`src/rtl/smpdma_pkg.sv`:
```
package smpdma_pkg;
   localparam int CB_REQ   = 0;
   localparam int CB_DIR   = 1;
   localparam int CB_RDCLR = 2;
   localparam int CB_TCIE  = 5;
   localparam int CB_D16   = 6;
   localparam int CB_INV   = 7;

   typedef enum logic [1:0] {
      SEL_CTRL  = 2'd0,
      SEL_START = 2'd1,
      SEL_NIB   = 2'd2,
      SEL_NONE  = 2'd3
   } reg_sel_e;

   function automatic logic [7:0] sign_mask(input logic inv, input logic d16, input logic hi);
      return (inv && (!d16 || hi)) ? 8'h80 : 8'h00;
   endfunction
endpackage

```
`src/rtl/smpdma_regs.sv`:
```
module smpdma_regs
   import smpdma_pkg::*;
#(
   parameter int REG_W   = 16,
   parameter int START_W = 16,
   parameter int LEN_W   = 16
) (
   input  logic               clk,
   input  logic               rst_n,
   input  logic               wr_i,
   input  logic [1:0]         sel_i,
   input  logic [REG_W-1:0]   wdata_i,
   input  logic               rd_i,
   input  logic               busy_i,
   input  logic               done_i,
   input  logic [LEN_W-1:0]   done_len_i,
   output logic [7:0]         ctrl_o,
   output logic [START_W-1:0] start_o,
   output logic [7:0]         nib_o,
   output logic               tc_o,
   output logic [7:0]         rdata_o
);
   logic [7:0]         ctrl_q;
   logic [START_W-1:0] start_q;
   logic [7:0]         nib_q;
   logic               tc_q;
   logic [3:0]         nib_sum;
   logic [START_W-1:0] start_step;

   initial begin
      assert (START_W <= REG_W) else $error("start register wider than write bus");
      assert (LEN_W >= 4) else $error("length too narrow");
   end

   assign nib_sum    = nib_q[3:0] + done_len_i[3:0];
   assign start_step = START_W'(done_len_i >> 4);

   always_ff @(posedge clk) begin
      if (!rst_n) begin
         ctrl_q  <= 8'h00;
         start_q <= '0;
         nib_q   <= 8'h00;
         tc_q    <= 1'b0;
      end else if (done_i) begin
         ctrl_q[CB_REQ] <= 1'b0;
         start_q        <= start_q + start_step;
         nib_q          <= {4'h0, nib_sum};
         if (ctrl_q[CB_TCIE]) tc_q <= 1'b1;
      end else begin
         if (wr_i) begin
            if (sel_i == SEL_CTRL && !busy_i) begin
               ctrl_q <= wdata_i[7:0];
            end else if (sel_i == SEL_START) begin
               start_q    <= wdata_i[START_W-1:0];
               nib_q[7:4] <= 4'h0;
            end else if (sel_i == SEL_NIB) begin
               nib_q <= wdata_i[7:0];
            end
         end
         if (rd_i) begin
            ctrl_q[CB_D16]   <= 1'b0;
            ctrl_q[CB_RDCLR] <= 1'b0;
            tc_q             <= 1'b0;
         end
      end
   end

   assign rdata_o = {ctrl_q[7], tc_q, ctrl_q[5:0]};
   assign ctrl_o  = ctrl_q;
   assign start_o = start_q;
   assign nib_o   = nib_q;
   assign tc_o    = tc_q;


   start_advance_chk: assert property (@(posedge clk) disable iff (!rst_n)
      done_i |=> start_q == $past(start_q) + START_W'($past(done_len_i) >> 4));

   nib_hi_clear_chk: assert property (@(posedge clk) disable iff (!rst_n)
      (wr_i && sel_i == SEL_START && !done_i) |=> nib_q[7:4] == 4'h0);

   tc_only_at_end_chk: assert property (@(posedge clk) disable iff (!rst_n)
      $rose(tc_q) |-> $past(done_i && ctrl_q[CB_TCIE]));

   read_clears_chk: assert property (@(posedge clk) disable iff (!rst_n)
      (rd_i && !done_i && !wr_i) |=> (!tc_q && !ctrl_q[CB_RDCLR] && !ctrl_q[CB_D16]));
endmodule

```
`src/rtl/smpdma_addr.sv`:
```
module smpdma_addr #(
   parameter int AW      = 20,
   parameter int START_W = 16,
   parameter bit WIDE_EN = 1'b1
) (
   input  logic [START_W-1:0] start_i,
   input  logic [3:0]         nib_i,
   input  logic               wide_i,
   output logic [AW-1:0]      base_o
);
   localparam int PARA_W = AW - 7;
   logic [AW-1:0] eff;

   initial begin
      assert (START_W + 4 == AW) else $error("start width must be address width minus 4");
      assert (AW >= 8) else $error("address too narrow");
   end

   assign eff = {start_i, 4'h0} + AW'(nib_i);

   generate
      if (WIDE_EN) begin : g_wide
         logic [AW-1:0] xl;
         logic [PARA_W-1:0] para;
         assign para   = eff[AW-4:4];
         assign xl     = {eff[AW-1:AW-2], para, 5'b00000};
         assign base_o = wide_i ? xl : eff;
      end else begin : g_narrow
         logic unused_wide;
         assign unused_wide = wide_i;
         assign base_o      = eff;
      end
   endgenerate
endmodule

```
`src/rtl/smpdma_xfer.sv`:
```
module smpdma_xfer
   import smpdma_pkg::*;
#(
   parameter int AW    = 20,
   parameter int LEN_W = 16
) (
   input  logic             clk,
   input  logic             rst_n,
   input  logic             go_i,
   input  logic             go_dir_i,
   input  logic             go_inv_i,
   input  logic             go_d16_i,
   input  logic [AW-1:0]    go_base_i,
   input  logic [LEN_W-1:0] go_len_i,
   input  logic             host_in_valid_i,
   input  logic [7:0]       host_in_data_i,
   output logic             host_out_valid_o,
   output logic [7:0]       host_out_data_o,
   output logic [AW-1:0]    ram_addr_o,
   output logic             ram_we_o,
   output logic [7:0]       ram_wdata_o,
   output logic             ram_re_o,
   input  logic [7:0]       ram_rdata_i,
   output logic             busy_o,
   output logic             done_o,
   output logic [LEN_W-1:0] len_o
);
   logic             busy_q, dir_q, inv_q, d16_q;
   logic [AW-1:0]    base_q;
   logic [LEN_W-1:0] len_q, idx_q;
   logic             rdv_q, rdlast_q;
   logic             more, is_last, acc_w, iss_r;

   initial begin
      assert (LEN_W <= AW) else $error("length wider than address");
   end

   assign more    = idx_q < len_q;
   assign is_last = idx_q == len_q - LEN_W'(1);
   assign acc_w   = busy_q && !dir_q && host_in_valid_i && more;
   assign iss_r   = busy_q && dir_q && more;
   assign done_o  = busy_q && ((len_q == '0) || (acc_w && is_last) || (dir_q && rdv_q && rdlast_q));

   always_ff @(posedge clk) begin
      if (!rst_n) begin
         busy_q   <= 1'b0;
         dir_q    <= 1'b0;
         inv_q    <= 1'b0;
         d16_q    <= 1'b0;
         base_q   <= '0;
         len_q    <= '0;
         idx_q    <= '0;
         rdv_q    <= 1'b0;
         rdlast_q <= 1'b0;
      end else if (go_i && !busy_q) begin
         busy_q   <= 1'b1;
         dir_q    <= go_dir_i;
         inv_q    <= go_inv_i;
         d16_q    <= go_d16_i;
         base_q   <= go_base_i;
         len_q    <= go_len_i;
         idx_q    <= '0;
         rdv_q    <= 1'b0;
         rdlast_q <= 1'b0;
      end else if (busy_q) begin
         if (acc_w || iss_r) idx_q <= idx_q + LEN_W'(1);
         rdv_q    <= iss_r;
         rdlast_q <= iss_r && is_last;
         if (done_o) busy_q <= 1'b0;
      end
   end

   assign ram_addr_o       = base_q + AW'(idx_q);
   assign ram_we_o         = acc_w;
   assign ram_re_o         = iss_r;
   assign ram_wdata_o      = host_in_data_i ^ sign_mask(inv_q, d16_q, idx_q[0]);
   assign host_out_valid_o = rdv_q;
   assign host_out_data_o  = ram_rdata_i;
   assign busy_o           = busy_q;
   assign len_o            = len_q;


   out_after_read_chk: assert property (@(posedge clk) disable iff (!rst_n)
      host_out_valid_o |-> $past(ram_re_o));

   done_ends_busy_chk: assert property (@(posedge clk) disable iff (!rst_n)
      done_o |=> !busy_q);

   zero_len_quiet_chk: assert property (@(posedge clk) disable iff (!rst_n)
      (busy_q && len_q == '0) |-> (!ram_we_o && !ram_re_o));

   rd_no_write_chk: assert property (@(posedge clk) disable iff (!rst_n)
      (busy_q && dir_q) |-> !ram_we_o);
endmodule

```
`src/rtl/smpdma_top.sv`:
```
module smpdma_top
   import smpdma_pkg::*;
#(
   parameter int AW      = 20,
   parameter int LEN_W   = 16,
   parameter int REG_W   = 16,
   parameter bit WIDE_EN = 1'b1
) (
   input  logic             clk,
   input  logic             rst_n,
   input  logic             reg_wr,
   input  logic [1:0]       reg_sel,
   input  logic [REG_W-1:0] reg_wdata,
   input  logic             ctrl_rd,
   output logic [7:0]       ctrl_rdata,
   input  logic             wide_chan,
   input  logic [LEN_W-1:0] xfer_len,
   input  logic             host_in_valid,
   input  logic [7:0]       host_in_data,
   output logic             host_out_valid,
   output logic [7:0]       host_out_data,
   output logic [AW-1:0]    ram_addr,
   output logic             ram_we,
   output logic [7:0]       ram_wdata,
   output logic             ram_re,
   input  logic [7:0]       ram_rdata,
   output logic             dma_active,
   output logic [AW-5:0]    start_addr,
   output logic [7:0]       nib_reg,
   output logic             irq
);
   localparam int START_W = AW - 4;

   logic [7:0]         ctrl_q;
   logic [START_W-1:0] start_q;
   logic [7:0]         nib_q;
   logic               tc_q, busy, done, go;
   logic [AW-1:0]      base;
   logic [LEN_W-1:0]   len_q;

   assign go = reg_wr && (reg_sel == SEL_CTRL) && reg_wdata[CB_REQ] && !busy;

   smpdma_regs #(.REG_W(REG_W), .START_W(START_W), .LEN_W(LEN_W)) u_regs (
      .clk(clk), .rst_n(rst_n), .wr_i(reg_wr), .sel_i(reg_sel), .wdata_i(reg_wdata),
      .rd_i(ctrl_rd), .busy_i(busy), .done_i(done), .done_len_i(len_q),
      .ctrl_o(ctrl_q), .start_o(start_q), .nib_o(nib_q), .tc_o(tc_q), .rdata_o(ctrl_rdata)
   );

   smpdma_addr #(.AW(AW), .START_W(START_W), .WIDE_EN(WIDE_EN)) u_addr (
      .start_i(start_q), .nib_i(nib_q[3:0]), .wide_i(wide_chan), .base_o(base)
   );

   smpdma_xfer #(.AW(AW), .LEN_W(LEN_W)) u_xfer (
      .clk(clk), .rst_n(rst_n), .go_i(go),
      .go_dir_i(reg_wdata[CB_DIR]), .go_inv_i(reg_wdata[CB_INV] && !reg_wdata[CB_DIR]),
      .go_d16_i(reg_wdata[CB_D16]), .go_base_i(base), .go_len_i(xfer_len),
      .host_in_valid_i(host_in_valid), .host_in_data_i(host_in_data),
      .host_out_valid_o(host_out_valid), .host_out_data_o(host_out_data),
      .ram_addr_o(ram_addr), .ram_we_o(ram_we), .ram_wdata_o(ram_wdata),
      .ram_re_o(ram_re), .ram_rdata_i(ram_rdata),
      .busy_o(busy), .done_o(done), .len_o(len_q)
   );

   assign dma_active = ctrl_q[CB_REQ];
   assign start_addr = start_q;
   assign nib_reg    = nib_q;
   assign irq        = tc_q;


   active_tracks_busy_chk: assert property (@(posedge clk) disable iff (!rst_n)
      busy |-> dma_active);

   idle_no_ram_chk: assert property (@(posedge clk) disable iff (!rst_n)
      !dma_active |-> (!ram_we && !ram_re));
endmodule

```
`config.mk`:
```
export PLATFORM = sky130hd
export DESIGN_NAME = smpdma_top
export DESIGN_NICKNAME = d
export VERILOG_FILES = /design/src/rtl/smpdma_pkg.sv /design/src/rtl/smpdma_regs.sv /design/src/rtl/smpdma_addr.sv /design/src/rtl/smpdma_xfer.sv /design/src/rtl/smpdma_top.sv
export SDC_FILE = /design/constraint.sdc
export NUM_CORES = 1
export LEC_CHECK = 0
export ABC_AREA = 0
export BUFFER_PORTS_ARGS = -buffer_cell sky130_fd_sc_hd__buf_2
export CORE_ASPECT_RATIO = 1.1
export CORE_MARGIN = 1.5
export CORE_UTILIZATION = 41
export CTS_CLUSTER_DIAMETER = 30
export DETAILED_ROUTE_END_ITERATION = 8
export PLACE_DENSITY = 0.62
export SETUP_SLACK_MARGIN = 0.05
export SLEW_MARGIN = 15
export SYNTH_ARGS = -nofsm -noshare
export SYNTH_HDL_FRONTEND = slang
export SYNTH_SLANG_ARGS = --single-unit
```
`constraint.sdc`:
```
create_clock -name clk -period 2.59 [get_ports clk]
set_input_delay 0.1295 -clock clk [delete_from_list [all_inputs] [get_ports clk]]
set_output_delay 0.1295 -clock clk [all_outputs]
set_load 0.01 [all_outputs]
```
Word level (Yosys, flattened, before mapping)
Cells that the tools add are included.

word-level totals
  input bits = 56
  word-level logic and storage cells = 98
  flip-flop bits (word level) = 90
  output and inout bits = 73

operators by class
  bitwise operators = 4
  multiplexer cells = 21
  magnitude comparators = 1
  reduce and logical (&&, ||, !) cells = 44
  eq/ne operators = 6
  add/sub/neg operators = 6

operators with widths
  operator                 count
  $mux W16                 4
  $add A20 B16 Y20         1
  $add A20 B4 Y20          1
  $mux W4                  5
  $mux W18                 1
  $logic_and A1 B1 Y1      17
  $add A16 B1 Y16 const B  1
  $add A16 B12 Y16         1
  $eq A16 B16 Y1           1
  $logic_not A16 Y1        1
  $lt A16 B16 Y1           1
  $mux W8                  2
  $sub A16 B1 Y16 const B  1
  $mux W7                  2
  $reduce_bool A2 Y1       7
  $reduce_and A3 Y1        4
  $xor A8 B8 Y8            1
  $mux W1                  7
  $reduce_and A2 Y1        3
  $add A4 B4 Y4            1
  $logic_not A1 Y1         4
  $logic_or A1 B1 Y1       4
  $ne A2 B2 Y1 const B     2
  $reduce_and A4 Y1        1
  6 further kinds          9

Longest topological paths before layout
  depth in word-level cells = 11
  mapped depth = 13
  gate-level depth less buffers = 12

By module
Synthesis repeated with hierarchy kept, for this count alone.

second synthesis, totals
  cell total of the unflattened synthesis = 819
  area, all modules = 6754.0 um^2

by module, submodules not included
  module       area each (um^2)  times used  cells an instance  sequential area each (um^2)
  smpdma_xfer  4200.3            1           530                1161.1
  smpdma_regs  2278.4            1           264                660.6
  smpdma_addr  255.2             1           22                 0.0
  smpdma_top   20.0              1           3                  0.0

Worst setup path after synthesis
Ideal clock, no wire load.

  path kind = register to register
  start = register u_xfer.len_q[11], in the netlist u_xfer.len_o[11]
  end = register u_regs.start_q[15], in the netlist u_regs.start_o[15]
  setup slack = -472 ps
  buffers on the path = 0
  data arrival time = 2988 ps
  data required time = 2516 ps
  library setup time = 74 ps
  stages on the path, launching flop included = 12
  cells stage by stage = dfxtp_1 -> inv_1 -> ha_1 -> a21oi_1 -> o21ai_0 -> a2111oi_0 -> a21oi_1 -> nor4b_1 -> a21o_4 -> o2111ai_4 -> or3_1 -> a31oi_1

on the way
  longest elaborated chain between the ends = 8
  elaborated cells on any way between the ends = 15

ends and longest elaborated chain
  element                                                       RTL line           text
  from (decl)                                                   smpdma_xfer.sv:30  logic [LEN_W-1:0] len_q, idx_q;
  from (signal assigned)                                        smpdma_xfer.sv:61  len_q <= go_len_i;
  $lt A16 B16 Y1 (*)                                            smpdma_xfer.sv:38  assign more = idx_q < len_q;
  $logic_and A1 B1 Y1 (*)                                       smpdma_xfer.sv:40  assign acc_w = busy_q && !dir_q && host_in_valid_i && more;
  via ram_we                                                    smpdma_top.sv:23   output logic ram_we,
  $logic_and A1 B1 Y1 (*)                                       smpdma_xfer.sv:42  assign done_o = busy_q && ((len_q == '0) || (acc_w && is_last) || (dir_q && rdv_q && rdlast_q));
  $logic_or A1 B1 Y1 (*) (2 in a row)                           smpdma_xfer.sv:42
  $logic_and A1 B1 Y1 (*)                                       smpdma_xfer.sv:42
  $ne A2 B2 Y1 (no line) or $reduce_bool A2 Y1 (tied branches)  n/a
  $reduce_and A3 Y1 (no line)                                   n/a
  to (signal assigned)                                          smpdma_regs.sv:46  start_q <= start_q + start_step;
  to (signal assigned)                                          smpdma_regs.sv:54  start_q <= wdata_i[START_W-1:0];
  to (decl)                                                     smpdma_regs.sv:24  logic [START_W-1:0] start_q;

Mark *: on every way through the listed nets, which the timed path passes. The rest lies on a longest branch.
A chain may end at the register's enable or synchronous reset.

Final worst setup path
  start = register u_xfer.base_q[0]
  end = output ram_addr[18]

on the way
  longest elaborated chain between the ends = 1

ends and longest elaborated chain
  element                 RTL line           text
  from (decl)             smpdma_xfer.sv:29  logic [AW-1:0] base_q;
  from (signal assigned)  smpdma_xfer.sv:60  base_q <= go_base_i;
  $add A20 B16 Y20        smpdma_xfer.sv:73  assign ram_addr_o = base_q + AW'(idx_q);
  to (decl)               smpdma_top.sv:22   output logic [AW-1:0] ram_addr,

No other way between the ends.

==> qor.txt <==
Commonest non-fill, non-tap cell in the layout = buf_4
CTS tree = built
Worst EP arrival = 2710 ps
Failing checks = setup timing
WL/cell = 16.7 um
Post-synth top flop = dfxtp_1
Nets = 1092
Internal reg-to-reg setup slack = -230 ps
Flop pwr share = 42.6%
Max-cap violations = 0
Hold Crit Endpoint = u_xfer.len_o[3]$_SDFFE_PN0P_
Clock period minus worst slack = 2840 ps
Cells after Synth = 777
Place WS = -211 ps
Clock sinks = 90
First-pass GRT wire length = 30600 um
Final Hold Vio Count = 0
CTS root buf = clkbuf_16
Sw Pwr = 0.966 mW
Die Y = 132 um
Clk_lat worst skew = 360 ps
Final WS setup = -249 ps
Finished Layout Cells = 1181
P per Cell Area = 371 nW/um2
Max VDD drop = 0.000303 V
Full die area = 16000 um2
Area delta synth->final = 46.2%
Die width = 121 um
Share of cells above drive strength 1 = 42.4%
Synthesized flop and latch total = 90
Max Slew Vio Count = 0
Peak Freq = 352 MHz
Vias after detailed routing = 6369
RSZ-0062 raised after global routing = yes
Reg2reg start = u_xfer.len_o[6]$_SDFFE_PN0P_
Worst endpoint required time = 2460 ps
Critical Path Start Type = flip-flop
GRT overflow = 0
Crit path capture type = output port
FP Rows = 47
Total global-route track usage = 24.1%
Outcome = complete, but fails checks
Starting density of the core = 41.7%
Routed wire length = 19700 um
CP Max Fanout = 2
Syn Area/Cell = 8.04 um2
H-tree levels = 3
Initial DRC Count = 259
Clk buf depth = 2
Yosys warns = 0
Placed insts = 1131
Initial antenna violation count = 0
Clk pin slew, worst setup/hold paths = 70 ps
Placed cell area = 7690 um2
Kind of critical path = reg -> out
Count of boundary I/O pins = 129
Input/output buffers = 98
Number of global-route vias before repair = 6132
Syn_nets = 889
Post-route clock period utilization = 110%
Hold Crit Depth = 3
FF-to-FF path depth = 11
Combinational share of power = 16.1%
Switching share of power = 28.5%
Post-route ant nets = 0
Hold Crit Class = in -> reg
Clock share of power = 41.3%
Diodes inserted = 0
Gpl congestion = 0.889
Final setup vio count = 31
Post-synth EDFFs = 0
Seq/Total Area, Yosys = 28.8%
Final Instance Area = 9140 um2
Slew headroom = 54.6%
Post-synth ARST share = 0%
Layout Skew = 9.79 ps
Reg-to-reg endpoint = u_regs.nib_o[3]$_SDFFE_PN0P_
Worst hold path startpoint = xfer_len[3]
Worst Max-Slew Pin Slew = 681 ps
Met2 GRT Util = 40.8%
Vias/cell = 5.39
# DRC = 0
Most frequent cells in the layout = buf_4, nand2_1, buf_2, dfxtp_1, nor2_1
Largest net degree at the start of global routing = 44
Num CTS Buffers = 9
DRT Pass-1 Iters = 5
Synth cell types = 70
Total core area = 15000 um2
Worst hold slack = 9.23 ps
Pint = 2.43 mW
Setup_tns = -2780 ps
Mapped Area = 6250 um2
Busiest grt layer = met2
GR Util met3 = 2.80%
Dpl hpwl = 14400 um
M1 GR Usage = 31.7%
Pleak = 3.97 nW
critical path, stage by stage (launching register included):
cell,delay [ps]
dfxtp_2,350
ha_4,140
inv_2,30
fa_2,340
nor2b_2,130
o21ai_2,70
a21oi_2,180
o211ai_1,140
a21oi_2,210
o21a_1,230
o31ai_4,80
a21oi_2,170
xor2_1,150
buf_2,140
layout make-up:
cell class / count / area, um2
clock buffer: 9 / 225
clock inverter: 7 / 85.1
fill: 1328 / 5860
inverter: 38 / 150
multi-input combinational: 599 / 4850
sequential: 90 / 1860
tap: 196 / 245
timing repair buffer: 242 / 1720
cell usage after synthesis, drive strengths merged (3+ instances only):
cell | number | area (um2)
or3 | 5 | 31.3
nor2b | 7 | 43.8
a31oi | 7 | 43.8
o21a | 5 | 37.5
o211a | 3 | 30.0
ha | 53 | 663
a311oi | 8 | 70.1
and3 | 12 | 76.3
a211oi | 21 | 158
clkbuf | 27 | 101
a21o | 9 | 75.1
inv | 38 | 143
buf | 24 | 174
nor4 | 7 | 65.1
a21oi | 63 | 315
nor3b | 7 | 52.6
nand3b | 9 | 67.6
dfxtp | 90 | 1800
nand3 | 17 | 85.1
fa | 3 | 60.1
xnor2 | 41 | 359
a2111oi | 5 | 43.8
xor2 | 19 | 166
o21ai | 17 | 85.1
mux2i | 24 | 240
and2 | 9 | 58.8
nand4 | 14 | 93.8
nor3 | 12 | 60.1
o31ai | 3 | 22.5
o211ai | 6 | 50.1
nand2 | 107 | 404
nor2 | 76 | 285
registers in the layout, indices dropped and copies added (netlist names), 7 cells and up:
signal          cells
u_regs.start_o     16
u_xfer.base_q      20
u_regs.ctrl_o       7
u_regs.nib_o        8
u_xfer.idx_q       16
u_xfer.len_o       16
logic make-up after synthesis:
family                     Yosys count  synth area share [%]
and+or+nand+nor                    292                  22.6
adders and majority gates           56                  11.6
AOI/OAI and AO/OA                  165                  17.7
xor gates and xnor gates            61                  8.79
buffers and inverters               89                  6.69
DFF                                 90                  28.8
muxes                               24                  3.84
timing repair:
| item | CTS | global route |
|---|---|---|
| gates cloned | 1 | 1 |
| buffers inserted | 15 | 19 |
| gates resized for setup | 86 | 110 |
| hold endpoints to repair | 2 | 0 |
| hold buffers | 2 | 0 |
| pin swaps | 52 | 75 |
| endpoints found under the setup margin | 50 | 51 |
per-stage QoR:
step | power (mW) | util (%)
floorplan | 1.77 | -
global placement | 1.93 | 51.3
detailed placement | 1.93 | 51.3
CTS | 3.35 | 56.5
global route | 3.53 | 60.9
finish | 3.39 | 60.9
power groups by stage:
stage	combinational, mW	clock, mW	sequential (mW)
4_1_cts	0.478	1.43	1.45
6_report	0.546	1.40	1.45
2_1_floorplan	0.286	0	1.48
5_1_grt	0.594	1.49	1.45
3_5_place_dp	0.452	0	1.48
3_3_place_gp	0.449	0	1.48
routing by layer:
metal	vias to the layer above	part of all wire, %
li1	3141	-
met2	149	49
met3	31	3.8
met1	3048	45
met4	0	1.8
met5	-	0
worst max-delay path by stage:
stage	start	to	cells after the start
after global routing	u_xfer.base_q[0]$_SDFFE_PN0P_	ram_addr[18]	13
after floorplan	u_xfer.len_o[9]$_SDFFE_PN0P_	u_xfer.idx_q[13]$_SDFFE_PP0P_	11
after detailed placement	u_xfer.idx_q[0]$_SDFFE_PP0P_	ram_addr[18]	13
final	u_xfer.base_q[0]$_SDFFE_PN0P_	ram_addr[18]	13
after CTS	u_xfer.base_q[0]$_SDFFE_PN0P_	ram_addr[18]	13
after global placement	u_xfer.idx_q[0]$_SDFFE_PP0P_	ram_addr[18]	13
Note: power is estimated with default switching activity, not from simulation.
